==> src/rtl/flash_pe_pkg.sv <==
`timescale 1ns/1ps
package flash_pe_pkg;
    typedef enum logic [1:0] {
        OP_CLEAR   = 2'b00,
        OP_PROGRAM = 2'b01,
        OP_ERASE   = 2'b10,
        OP_BLANK   = 2'b11
    } op_e;

    typedef enum logic [2:0] {
        ST_IDLE,
        ST_PULSE,
        ST_VERIFY,
        ST_BLANK,
        ST_REJECT
    } state_e;

    localparam int STAT_READY = 7;
    localparam int STAT_ERASE = 5;
    localparam int STAT_PROG  = 4;
    localparam int STAT_LOCK  = 3;
endpackage

==> src/rtl/flash_pe_array.sv <==
`timescale 1ns/1ps
module flash_pe_array #(
    parameter int ADDR_W = 6,
    parameter int DATA_W = 16,
    parameter int BLK_W  = 3
) (
    input  logic              clk,
    input  logic              rst_n,
    input  logic [ADDR_W-1:0] op_addr,
    input  logic              wr_en,
    input  logic [DATA_W-1:0] wr_data,
    input  logic              ers_en,
    output logic [DATA_W-1:0] op_rdata,
    output logic              blk_blank,
    input  logic [ADDR_W-1:0] rd_addr,
    output logic [DATA_W-1:0] rd_data
);
    localparam int DEPTH     = 1 << ADDR_W;
    localparam int BLK_WORDS = 1 << BLK_W;
    localparam int SEL_W     = ADDR_W - BLK_W;

    logic [DATA_W-1:0] mem_q [DEPTH];
    logic [DATA_W-1:0] mem_d [DEPTH];
    logic [SEL_W-1:0]  blk_sel;

    assign blk_sel  = op_addr[ADDR_W-1:BLK_W];
    assign op_rdata = mem_q[op_addr];
    assign rd_data  = mem_q[rd_addr];

    always_comb begin
        blk_blank = 1'b1;
        for (int i = 0; i < BLK_WORDS; i++) begin
            if (mem_q[{blk_sel, BLK_W'(i)}] != {DATA_W{1'b1}}) begin
                blk_blank = 1'b0;
            end
        end
    end

    always_comb begin
        for (int i = 0; i < DEPTH; i++) begin
            mem_d[i] = mem_q[i];
        end
        if (wr_en) begin
            mem_d[op_addr] = wr_data;
        end
        if (ers_en) begin
            for (int i = 0; i < BLK_WORDS; i++) begin
                mem_d[{blk_sel, BLK_W'(i)}] = {DATA_W{1'b1}};
            end
        end
    end

    always_ff @(posedge clk or negedge rst_n) begin
        if (!rst_n) begin
            for (int i = 0; i < DEPTH; i++) begin
                mem_q[i] <= {DATA_W{1'b1}};
            end
        end else begin
            for (int i = 0; i < DEPTH; i++) begin
                mem_q[i] <= mem_d[i];
            end
        end
    end

    // a program pulse may only clear bits of the stored word
    a_r2_only_clears_bits: assert property (@(posedge clk) disable iff (!rst_n)
        wr_en |-> ((wr_data & ~mem_q[op_addr]) == '0));

    // after an erase pulse the pulsed block reads blank
    a_r3_erase_blanks: assert property (@(posedge clk) disable iff (!rst_n)
        (ers_en && !wr_en) ##1 $stable(blk_sel) |-> blk_blank);
endmodule

==> src/rtl/flash_pe_status.sv <==
`timescale 1ns/1ps
module flash_pe_status (
    input  logic clk,
    input  logic rst_n,
    input  logic clr,
    input  logic set_erase,
    input  logic set_prog,
    input  logic set_lock,
    output logic erase_err,
    output logic prog_err,
    output logic lock_err
);
    typedef struct packed {
        logic erase;
        logic prog;
        logic lock;
    } err_t;

    err_t err_d, err_q;

    always_comb begin
        err_d = err_q;
        if (clr) begin
            err_d = '0;
        end
        if (set_erase) err_d.erase = 1'b1;
        if (set_prog)  err_d.prog  = 1'b1;
        if (set_lock)  err_d.lock  = 1'b1;
    end

    always_ff @(posedge clk or negedge rst_n) begin
        if (!rst_n) err_q <= '0;
        else        err_q <= err_d;
    end

    assign erase_err = err_q.erase;
    assign prog_err  = err_q.prog;
    assign lock_err  = err_q.lock;

    // error bits are sticky until a clear
    a_r9_erase_sticky: assert property (@(posedge clk) disable iff (!rst_n)
        (erase_err && !clr) |=> erase_err);
    a_r9_prog_sticky: assert property (@(posedge clk) disable iff (!rst_n)
        (prog_err && !clr) |=> prog_err);
    a_r9_lock_sticky: assert property (@(posedge clk) disable iff (!rst_n)
        (lock_err && !clr) |=> lock_err);
endmodule

==> src/rtl/flash_pe_ctrl.sv <==
`timescale 1ns/1ps
module flash_pe_ctrl
    import flash_pe_pkg::*;
#(
    parameter int ADDR_W     = 6,
    parameter int DATA_W     = 16,
    parameter int BLK_W      = 3,
    parameter int MAX_PULSES = 8
) (
    input  logic              clk,
    input  logic              rst_n,
    input  logic              cmd_valid,
    input  logic [1:0]        cmd_op,
    input  logic [ADDR_W-1:0] cmd_addr,
    input  logic [DATA_W-1:0] cmd_data,
    input  logic              supply_ok,
    input  logic              verify_fail_inject,
    input  logic [ADDR_W-1:0] rd_addr,
    output logic [DATA_W-1:0] rd_data,
    output logic [7:0]        status
);
    localparam int CNT_W = $clog2(MAX_PULSES + 1);

    typedef struct packed {
        state_e            state;
        op_e               op;
        logic [ADDR_W-1:0] addr;
        logic [DATA_W-1:0] target;
        logic [CNT_W-1:0]  pulses;
    } ctrl_t;

    ctrl_t ctrl_d, ctrl_q;

    logic              ready;
    logic [ADDR_W-1:0] op_addr;
    logic [DATA_W-1:0] op_rdata;
    logic              blk_blank;
    logic              wr_en, ers_en;
    logic              clr, set_erase, set_prog, set_lock;
    logic              erase_err, prog_err, lock_err;
    logic              verify_ok;
    op_e               cmd_kind;

    assign ready    = (ctrl_q.state == ST_IDLE);
    assign op_addr  = ready ? cmd_addr : ctrl_q.addr;
    assign cmd_kind = op_e'(cmd_op);

    flash_pe_array #(
        .ADDR_W (ADDR_W),
        .DATA_W (DATA_W),
        .BLK_W  (BLK_W)
    ) u_array (
        .clk       (clk),
        .rst_n     (rst_n),
        .op_addr   (op_addr),
        .wr_en     (wr_en),
        .wr_data   (ctrl_q.target),
        .ers_en    (ers_en),
        .op_rdata  (op_rdata),
        .blk_blank (blk_blank),
        .rd_addr   (rd_addr),
        .rd_data   (rd_data)
    );

    flash_pe_status u_status (
        .clk       (clk),
        .rst_n     (rst_n),
        .clr       (clr),
        .set_erase (set_erase),
        .set_prog  (set_prog),
        .set_lock  (set_lock),
        .erase_err (erase_err),
        .prog_err  (prog_err),
        .lock_err  (lock_err)
    );

    always_comb begin
        if (ctrl_q.op == OP_PROGRAM) verify_ok = (op_rdata == ctrl_q.target);
        else                         verify_ok = blk_blank;
        verify_ok = verify_ok && !verify_fail_inject;
    end

    always_comb begin
        ctrl_d    = ctrl_q;
        wr_en     = 1'b0;
        ers_en    = 1'b0;
        clr       = 1'b0;
        set_erase = 1'b0;
        set_prog  = 1'b0;
        set_lock  = 1'b0;
        case (ctrl_q.state)
            ST_IDLE: begin
                if (cmd_valid) begin
                    ctrl_d.op     = cmd_kind;
                    ctrl_d.addr   = cmd_addr;
                    ctrl_d.pulses = '0;
                    case (cmd_kind)
                        OP_CLEAR: begin
                            clr = 1'b1;
                        end
                        OP_PROGRAM: begin
                            ctrl_d.target = op_rdata & cmd_data;
                            if (lock_err || prog_err) begin
                                ctrl_d.state = ST_REJECT;
                            end else if (!supply_ok) begin
                                set_lock     = 1'b1;
                                ctrl_d.state = ST_REJECT;
                            end else begin
                                ctrl_d.state = ST_PULSE;
                            end
                        end
                        OP_ERASE: begin
                            ctrl_d.target = {DATA_W{1'b1}};
                            if (lock_err || erase_err) begin
                                ctrl_d.state = ST_REJECT;
                            end else if (!supply_ok) begin
                                set_lock     = 1'b1;
                                ctrl_d.state = ST_REJECT;
                            end else begin
                                ctrl_d.state = ST_PULSE;
                            end
                        end
                        default: begin
                            ctrl_d.state = ST_BLANK;
                        end
                    endcase
                end
            end
            ST_PULSE: begin
                if (ctrl_q.op == OP_PROGRAM) wr_en = 1'b1;
                else                         ers_en = 1'b1;
                ctrl_d.pulses = ctrl_q.pulses + 1'b1;
                ctrl_d.state  = ST_VERIFY;
            end
            ST_VERIFY: begin
                if (verify_ok) begin
                    ctrl_d.state = ST_IDLE;
                end else if (ctrl_q.pulses >= CNT_W'(MAX_PULSES)) begin
                    if (ctrl_q.op == OP_PROGRAM) set_prog = 1'b1;
                    else                         set_erase = 1'b1;
                    ctrl_d.state = ST_IDLE;
                end else begin
                    ctrl_d.state = ST_PULSE;
                end
            end
            ST_BLANK: begin
                if (!blk_blank) set_erase = 1'b1;
                ctrl_d.state = ST_IDLE;
            end
            default: begin
                ctrl_d.state = ST_IDLE;
            end
        endcase
    end

    always_ff @(posedge clk or negedge rst_n) begin
        if (!rst_n) begin
            ctrl_q       <= '0;
            ctrl_q.state <= ST_IDLE;
            ctrl_q.op    <= OP_CLEAR;
        end else begin
            ctrl_q <= ctrl_d;
        end
    end

    always_comb begin
        status                   = 8'h00;
        status[STAT_READY]       = ready;
        status[STAT_ERASE]       = erase_err;
        status[STAT_PROG]        = prog_err;
        status[STAT_LOCK]        = lock_err;
    end

    // an accepted non-clear command drops ready on the next cycle
    a_r11_accept_drops_ready: assert property (@(posedge clk) disable iff (!rst_n)
        (ready && cmd_valid && cmd_op != 2'b00) |=> !status[7]);

    // the latched command is not disturbed while busy
    a_r11_busy_holds_addr: assert property (@(posedge clk) disable iff (!rst_n)
        !ready |=> $stable(ctrl_q.addr));

    // a program error only follows the last allowed pulse
    a_r5_prog_err_at_limit: assert property (@(posedge clk) disable iff (!rst_n)
        $rose(prog_err) |-> $past(ctrl_q.pulses) == CNT_W'(MAX_PULSES));

    // pulse count never runs past the limit
    a_r5_pulse_bound: assert property (@(posedge clk) disable iff (!rst_n)
        ctrl_q.pulses <= CNT_W'(MAX_PULSES));

    // lockout only rises after a low supply at acceptance
    a_r7_lock_from_supply: assert property (@(posedge clk) disable iff (!rst_n)
        $rose(lock_err) |-> $past(!supply_ok && cmd_valid));

    // unused status bits read zero
    a_r12_unused_zero: assert property (@(posedge clk) disable iff (!rst_n)
        (status & 8'h47) == 8'h00);
endmodule

==> config.mk <==
export PLATFORM = sky130hd
export DESIGN_NAME = flash_pe_ctrl
export DESIGN_NICKNAME = d
export VERILOG_FILES = /design/src/rtl/flash_pe_pkg.sv /design/src/rtl/flash_pe_array.sv /design/src/rtl/flash_pe_status.sv /design/src/rtl/flash_pe_ctrl.sv
export SDC_FILE = /design/constraint.sdc
export NUM_CORES = 2
export LEC_CHECK = 0
export CAP_MARGIN = 40
export CORE_MARGIN = 1.5
export CORE_UTILIZATION = 40
export DETAILED_ROUTE_END_ITERATION = 8
export DONT_BUFFER_PORTS = 1
export PLACE_DENSITY_LB_ADDON = 0.25
export SLEW_MARGIN = 10
export SYNTH_ARGS = -nofsm -noshare
export SYNTH_HDL_FRONTEND = slang
export SYNTH_SLANG_ARGS = --single-unit
==> constraint.sdc <==
create_clock -name clk -period 4.84 [get_ports clk]
set_input_delay 0.242 -clock clk [delete_from_list [all_inputs] [get_ports clk]]
set_output_delay 0.242 -clock clk [all_outputs]
set_load 0.01 [all_outputs]
* Yosys cells after proc, flatten, opt, wreduce, memory -nomap -nowiden
Cells that the tools add are included.
Storage, ports and cells: word-level logic and storage cells 248, register bits 1058, output and inout port bits 24, bits of input ports 35
Cells by class: equal/unequal tests 17, bitwise gates (word level) 19, mux-type cells 95, $add $sub $neg 1, order comparisons 20, reduce and logical (&&, ||, !) cells 24
Operators by type and width (count):
- 1024-bit bitwise OR | 8
- 1024-bit 2-to-1 mux | 2
- 1024-bit bitwise mux | 1
- 16-bit binary-select mux with 6-bit select | 10
- 16-bit demux with 6-bit select | 9
- 16-bit 2-to-1 mux | 29
- 16-bit != test (second input constant) | 8
- 7-bit greater-or-equal comparator (second input constant) | 10
- 6-bit inverter with 7-bit output | 10
- 7-bit by 1-bit less-than comparator with 1-bit output (second input constant) | 9
- 1-bit 2-to-1 mux | 32
- 16-bit case mux with 2 select lines | 1
- 31-bit 2-to-1 mux | 1
- 3-bit case mux with 3 select lines | 2
- 16-bit AND | 1
- 16-bit == test | 1
- 3-bit 2-to-1 mux | 4
- 1-bit logical AND | 10
- 2-bit nonzero test | 5
- 4-bit case mux with 2 select lines | 1
- 3-bit by 2-bit == test with 1-bit output (second input constant) | 2
- 6-bit 2-to-1 mux | 1
- 2-bit AND reduction | 3
- 4-bit by 1-bit adder with 4-bit output (second input constant) | 1
- 11 further kinds | 15

* Longest topological paths before layout
depth after elaboration 20, mapped depth 18, depth with buffers taken out 12

* By module
A second synthesis with hierarchy kept.
Unflattened totals: cell total of the unflattened synthesis 6468, area, all modules 64007.6 µm²
Modules (own cells, without submodules):
- flash_pe_array | seq. area each 26905.8 µm², times used 1, cells each 6276, area an instance 62077.0 µm²
- flash_pe_ctrl | seq. area each 775.7 µm², times used 1, cells each 185, area an instance 1829.3 µm²
- flash_pe_status | seq. area each 75.1 µm², times used 1, cells each 7, area an instance 101.3 µm²

* Worst setup path after synthesis
OpenSTA, ideal clock, no wires.
path type register to register, start point register ctrl_q[30] (netlist name), end point register ctrl_q[28] (netlist name), cell stages (with the launch flop) 17, library setup time 0.119 ns, buffers on the path 5, arrival time 3.466 ns, data required time 4.721 ns, clock period less this slack 3.585 ns, setup slack 1.255 ns, cell sequence dfrtp_1 > buf_6 > or3_1 > buf_6 > buf_6 > mux2_2 > buf_2 > buf_2 > o22ai_1 > o41ai_1 > o221ai_1 > nor4_1 > xnor2_1 > nand4_1 > nor4_1 > nand4_1 > a21bo_1
On the way: cells in the longest elaborated chain, start to end 19, elaborated cells between the ends (all ways) 64, those cells by class eq/ne (13); mux (39); bitwise (9); reduce/logical (3)
Ends and longest elaborated chain:
- from (decl) | RTL line flash_pe_ctrl.sv:32 | ctrl_t ctrl_d, ctrl_q;
- from (signal assigned) | RTL line flash_pe_ctrl.sv:162 | ctrl_q <= ctrl_d;
- 3-bit zero test | RTL line flash_pe_ctrl.sv:44, flash_pe_ctrl.sv:91
- 6-bit 2-to-1 mux | RTL line flash_pe_ctrl.sv:45 | assign op_addr = ready ? cmd_addr : ctrl_q.addr;
- 6-bit inverter with 7-bit output (not written as such) | RTL line flash_pe_array.sv:33 | if (mem_q[{blk_sel, BLK_W'(i)}] != {DATA_W{1'b1}}) begin
- 16-bit binary-select mux with 6-bit select | RTL line flash_pe_array.sv:33
- 16-bit 2-to-1 mux (not written as such) (2 in a row) | RTL line flash_pe_array.sv:33
- 16-bit != test | RTL line flash_pe_array.sv:33
- 1-bit 2-to-1 mux (8 in a row) | RTL line flash_pe_array.sv:33
- 1-bit 2-to-1 mux | RTL line flash_pe_ctrl.sv:78 | if (ctrl_q.op == OP_PROGRAM) verify_ok = (op_rdata == ctrl_q.target);
- 1-bit logical AND | RTL line flash_pe_ctrl.sv:80 | verify_ok = verify_ok && !verify_fail_inject;
- 1-bit 2-to-1 mux | RTL line flash_pe_ctrl.sv:136 | if (verify_ok) begin
- 3-bit case mux with 3 select lines | RTL line flash_pe_ctrl.sv:91 | case (ctrl_q.state)
Parallel ways exist; a longest one is shown, timed or not. The select of a mux whose other input is x is not followed. A chain may end at the register's enable or synchronous reset.

* Worst setup path in the final report
start point register ctrl_q[30] (netlist name), end point register u_status.err_q, in the netlist u_status.prog_err
On the way: cells in the longest elaborated chain, start to end 20, elaborated cells between the ends (all ways) 63, those cells by class eq/ne (10); mux (41); bitwise (9); reduce/logical (3)
Ends and longest elaborated chain:
- 3-bit zero test | RTL line flash_pe_ctrl.sv:44, flash_pe_ctrl.sv:91
- 6-bit 2-to-1 mux | RTL line flash_pe_ctrl.sv:45
- 6-bit inverter with 7-bit output (not written as such) | RTL line flash_pe_array.sv:33
- 16-bit binary-select mux with 6-bit select | RTL line flash_pe_array.sv:33
- 16-bit 2-to-1 mux (not written as such) (2 in a row) | RTL line flash_pe_array.sv:33
- 16-bit != test | RTL line flash_pe_array.sv:33
- 1-bit 2-to-1 mux (8 in a row) | RTL line flash_pe_array.sv:33
- 1-bit 2-to-1 mux | RTL line flash_pe_ctrl.sv:78
- 1-bit logical AND | RTL line flash_pe_ctrl.sv:80
- 1-bit 2-to-1 mux | RTL line flash_pe_ctrl.sv:136
- 1-bit 2-to-1 mux | RTL line flash_pe_ctrl.sv:91
- 1-bit 2-to-1 mux or 2-bit nonzero test (tied branches)
- to (signal assigned) | RTL line flash_pe_status.sv:33 | else err_q <= err_d;
- to (decl) | RTL line flash_pe_status.sv:19 | err_t err_d, err_q;
Parallel ways exist; a longest one is shown, timed or not. The select of a mux whose other input is x is not followed.

==> flow_metrics.tcl <==
set metrics [dict create \
    status "completed" \
    yosysMostFrequentCell "nand2_1" \
    peakVddDrop_mv 0.475 \
    p_per_area_nw_per_um2 898 \
    post_dp_cell_area_um2 67500 \
    total_power_mw 64.9 \
    async_flop_share 1.00 \
    nets 7095 \
    worstSetupEndpointType "register" \
    r2r_slack_ps 20 \
    timing.max_slew.rel_slack 0.243 \
    syn_inst 7161 \
    clock_sinks 1058 \
    post-route-worst-setup-slack_ps 19.0 \
    ant_nets 0 \
    drt_drc_violations_left 0 \
    hp-class "in -> reg" \
    grt_pass1_wl_mm 519 \
    yosys.area_share.xor_xnor 0.00234 \
    synth_common_cells "nand2_1, nand3_1, dfstp_2, clkbuf_1, mux4_2" \
    synthMuxAreaShare 0.153 \
    crit_required_ps 5560 \
    first_pass_iters 8 \
    synth_area_leaders "dfstp_2, nand2_1, mux4_2" \
    fin_crit_ps 4820 \
    yosys_warnings 0 \
    worst_clock_skew_ps 77.3 \
    synth_top_family_by_area "simple AND/OR/NAND/NOR gates" \
    power_leakage_nw 29.8 \
    tritoncts "done" \
    wl_per_cell_um 41.1 \
    yosys_register_bits 1058 \
    cp-start-kind "register" \
    synth_compound_area_frac 0.0793 \
    synth_edf_count 0 \
    cts_setup_buffers 0 \
    first_iter_violations 11889 \
    post-route-util 0.457 \
    clk_latency_ps 870 \
    root_buffer "clkbuf_16" \
    die_area_um2 162000 \
    synth.top_cell.area_share 0.422 \
    fill_cells 15154 \
    clkSlewWorstSetupHoldPaths_ps 70 \
    core_um2 158000 \
    routed_wl_mm 381 \
    yosysSeqAreaShare 0.436 \
    grtUsageTotal 0.459 \
    grt_overflow_total 0 \
    synth_ff_type "dfstp_2" \
    fin_crit_sh 0.996 \
    clk_path_buf_depth 3 \
    yosys.area_share.simple 0.287 \
    layout-drive-gt1-share 0.288 \
    maxCapViolCount 0 \
    dp.cells 8968 \
    ios 59 \
    grt_max_degree 257 \
    slew_violations 0 \
    antenna_found_initial 56 \
    via_count 66045 \
    avgSynthCellArea_um2 8.90 \
    io_buffers 0 \
    die_h_um 402 \
    htreeDepth 3 \
    rows 146 \
    initial_core_util 0.403 \
    syn_area_um2 63700 \
    synth_top_area_cell "dfstp_2" \
    arrival_ps 5540 \
    hold_ws_ps 99.9 \
    worst-path-max-fanout 23 \
    hpwl_mm 268 \
    worst-slew-pin-transition_ps 1130 \
    die_x_um 402 \
    critPathKind "reg -> reg" \
    grt_pass1_vias 60044 \
    finalNonFillerCells 9260 \
    fmax_ghz 0.207 \
    setup_violations 0 \
    gp_congestion 1.12 \
    syn_to_final_growth_pct 13.5 \
    pre_cts_slack_ps -21.7 \
    design_area_um2 72300 \
    avgViaCountPerCell 7.13 \
    finalHoldViolations 0 \
    yosysUniqueCellTypes 74 \
    synth_fa_ha_area_frac 0.000982 \
    cts_inserted_buffers 120 \
    tns_ps 0 \
]
==> flip-flops by register name, indices dropped and copies added (netlist names) <==
signal	flops
u_array.mem_q	1024
ctrl_q	31
u_status.erase_err	1
u_status.lock_err	1
u_status.prog_err	1
==> critical path, stage by stage, from the launching register on <==
cell	delay, ps
dfrtp_1	380
or3_4	520
buf_12	230
mux2_2	480
buf_12	260
o22ai_1	150
o41ai_2	660
buf_4	230
o2111ai_1	380
nor4_1	310
buf_4	170
xor2_1	50
nor4_1	380
nand4_1	210
a21o_1	200
==> worst paths after layout <==
path,depth (start not counted),end,start
max,14,u_status.prog_err$_DFFE_PN0P_,ctrl_q[30]$_DFFE_PN0P_
min,3,ctrl_q[27]$_DFFE_PN0P_,cmd_valid
min in group asynchronous,2,u_array.mem_q[821]$_DFF_PN1_,rst_n
min reg2reg,2,ctrl_q[26]$_DFFE_PN0P_,ctrl_q[26]$_DFFE_PN0P_
max in group asynchronous,7,u_array.mem_q[386]$_DFF_PN1_,rst_n
max reg2reg,14,u_status.prog_err$_DFFE_PN0P_,ctrl_q[30]$_DFFE_PN0P_
==> power breakdown <==
group / internal (mW) / switching [mW] / leakage [nW] / total [mW]
registers: 16.8 / 10.2 / 11.2 / 26.9
clock network: 5.94 / 4.24 / 2.13 / 10.2
logic: 9.99 / 17.8 / 16.4 / 27.8
==> layout make-up <==
type | count | area, um2 | area share
Timing Repair Buffer | 414 | 3830 | 0.0530
Clock buffer | 166 | 3470 | 0.0480
Sequential cell | 1058 | 27800 | 0.384
Antenna cell | 27 | 67.6 | 0.000935
Multi-Input combinational cell | 5446 | 33600 | 0.465
Clock inverter | 62 | 886 | 0.0123
Tap cell | 2072 | 2590 | 0.0359
Inverter | 15 | 58.8 | 0.000814
==> kinds of logic (layout without fill, tap and decap cells) <==
family | after synthesis | count (layout)
other cells | 1 | 31
fa+ha+maj | 5 | 5
flops | 1058 | 1058
buf+inv | 660 | 657
xor+xnor | 17 | 17
mux | 516 | 516
compound gates | 741 | 741
simple gates | 4163 | 4163
==> what timing repair did <==
action | in CTS | in global routing
pin swaps | 0 | 1
gates resized for setup | 1 | 7
hold endpoints to repair | 177 | 0
hold buffers | 31 | 0
setup endpoints to repair | 2 | 2
==> per-layer routing <==
layer	GRT usage	vias to the layer above	part of all wire	wire length, um
met4	0.305	52	0.085	32200
li1	-	25536	-	-
met1	0.583	33077	0.36	139000
met3	0.186	1563	0.14	54300
met5	0	-	0.00094	358
met2	0.639	5817	0.41	155000
==> cells in the final DEF (no fill, tap or decap), types with 25 or more instances in the layout <==
cell type	n
a21oi_1	86
o221ai_1	107
nor2_1	189
a31oi_1	45
o21ai_0	92
nand4_1	251
buf_12	25
mux2i_1	127
dlygate4sd3_1	31
nor2b_1	26
clkbuf_8	25
nand2_1	2363
dfstp_2	1024
diode_2	27
nand3_1	1102
clkinv_2	25
buf_4	324
nor4_1	68
o22ai_1	237
nor3_1	46
clkbuf_16	122
a211oi_1	33
mux4_2	358
Note: power is estimated with default switching activity, not from simulation.
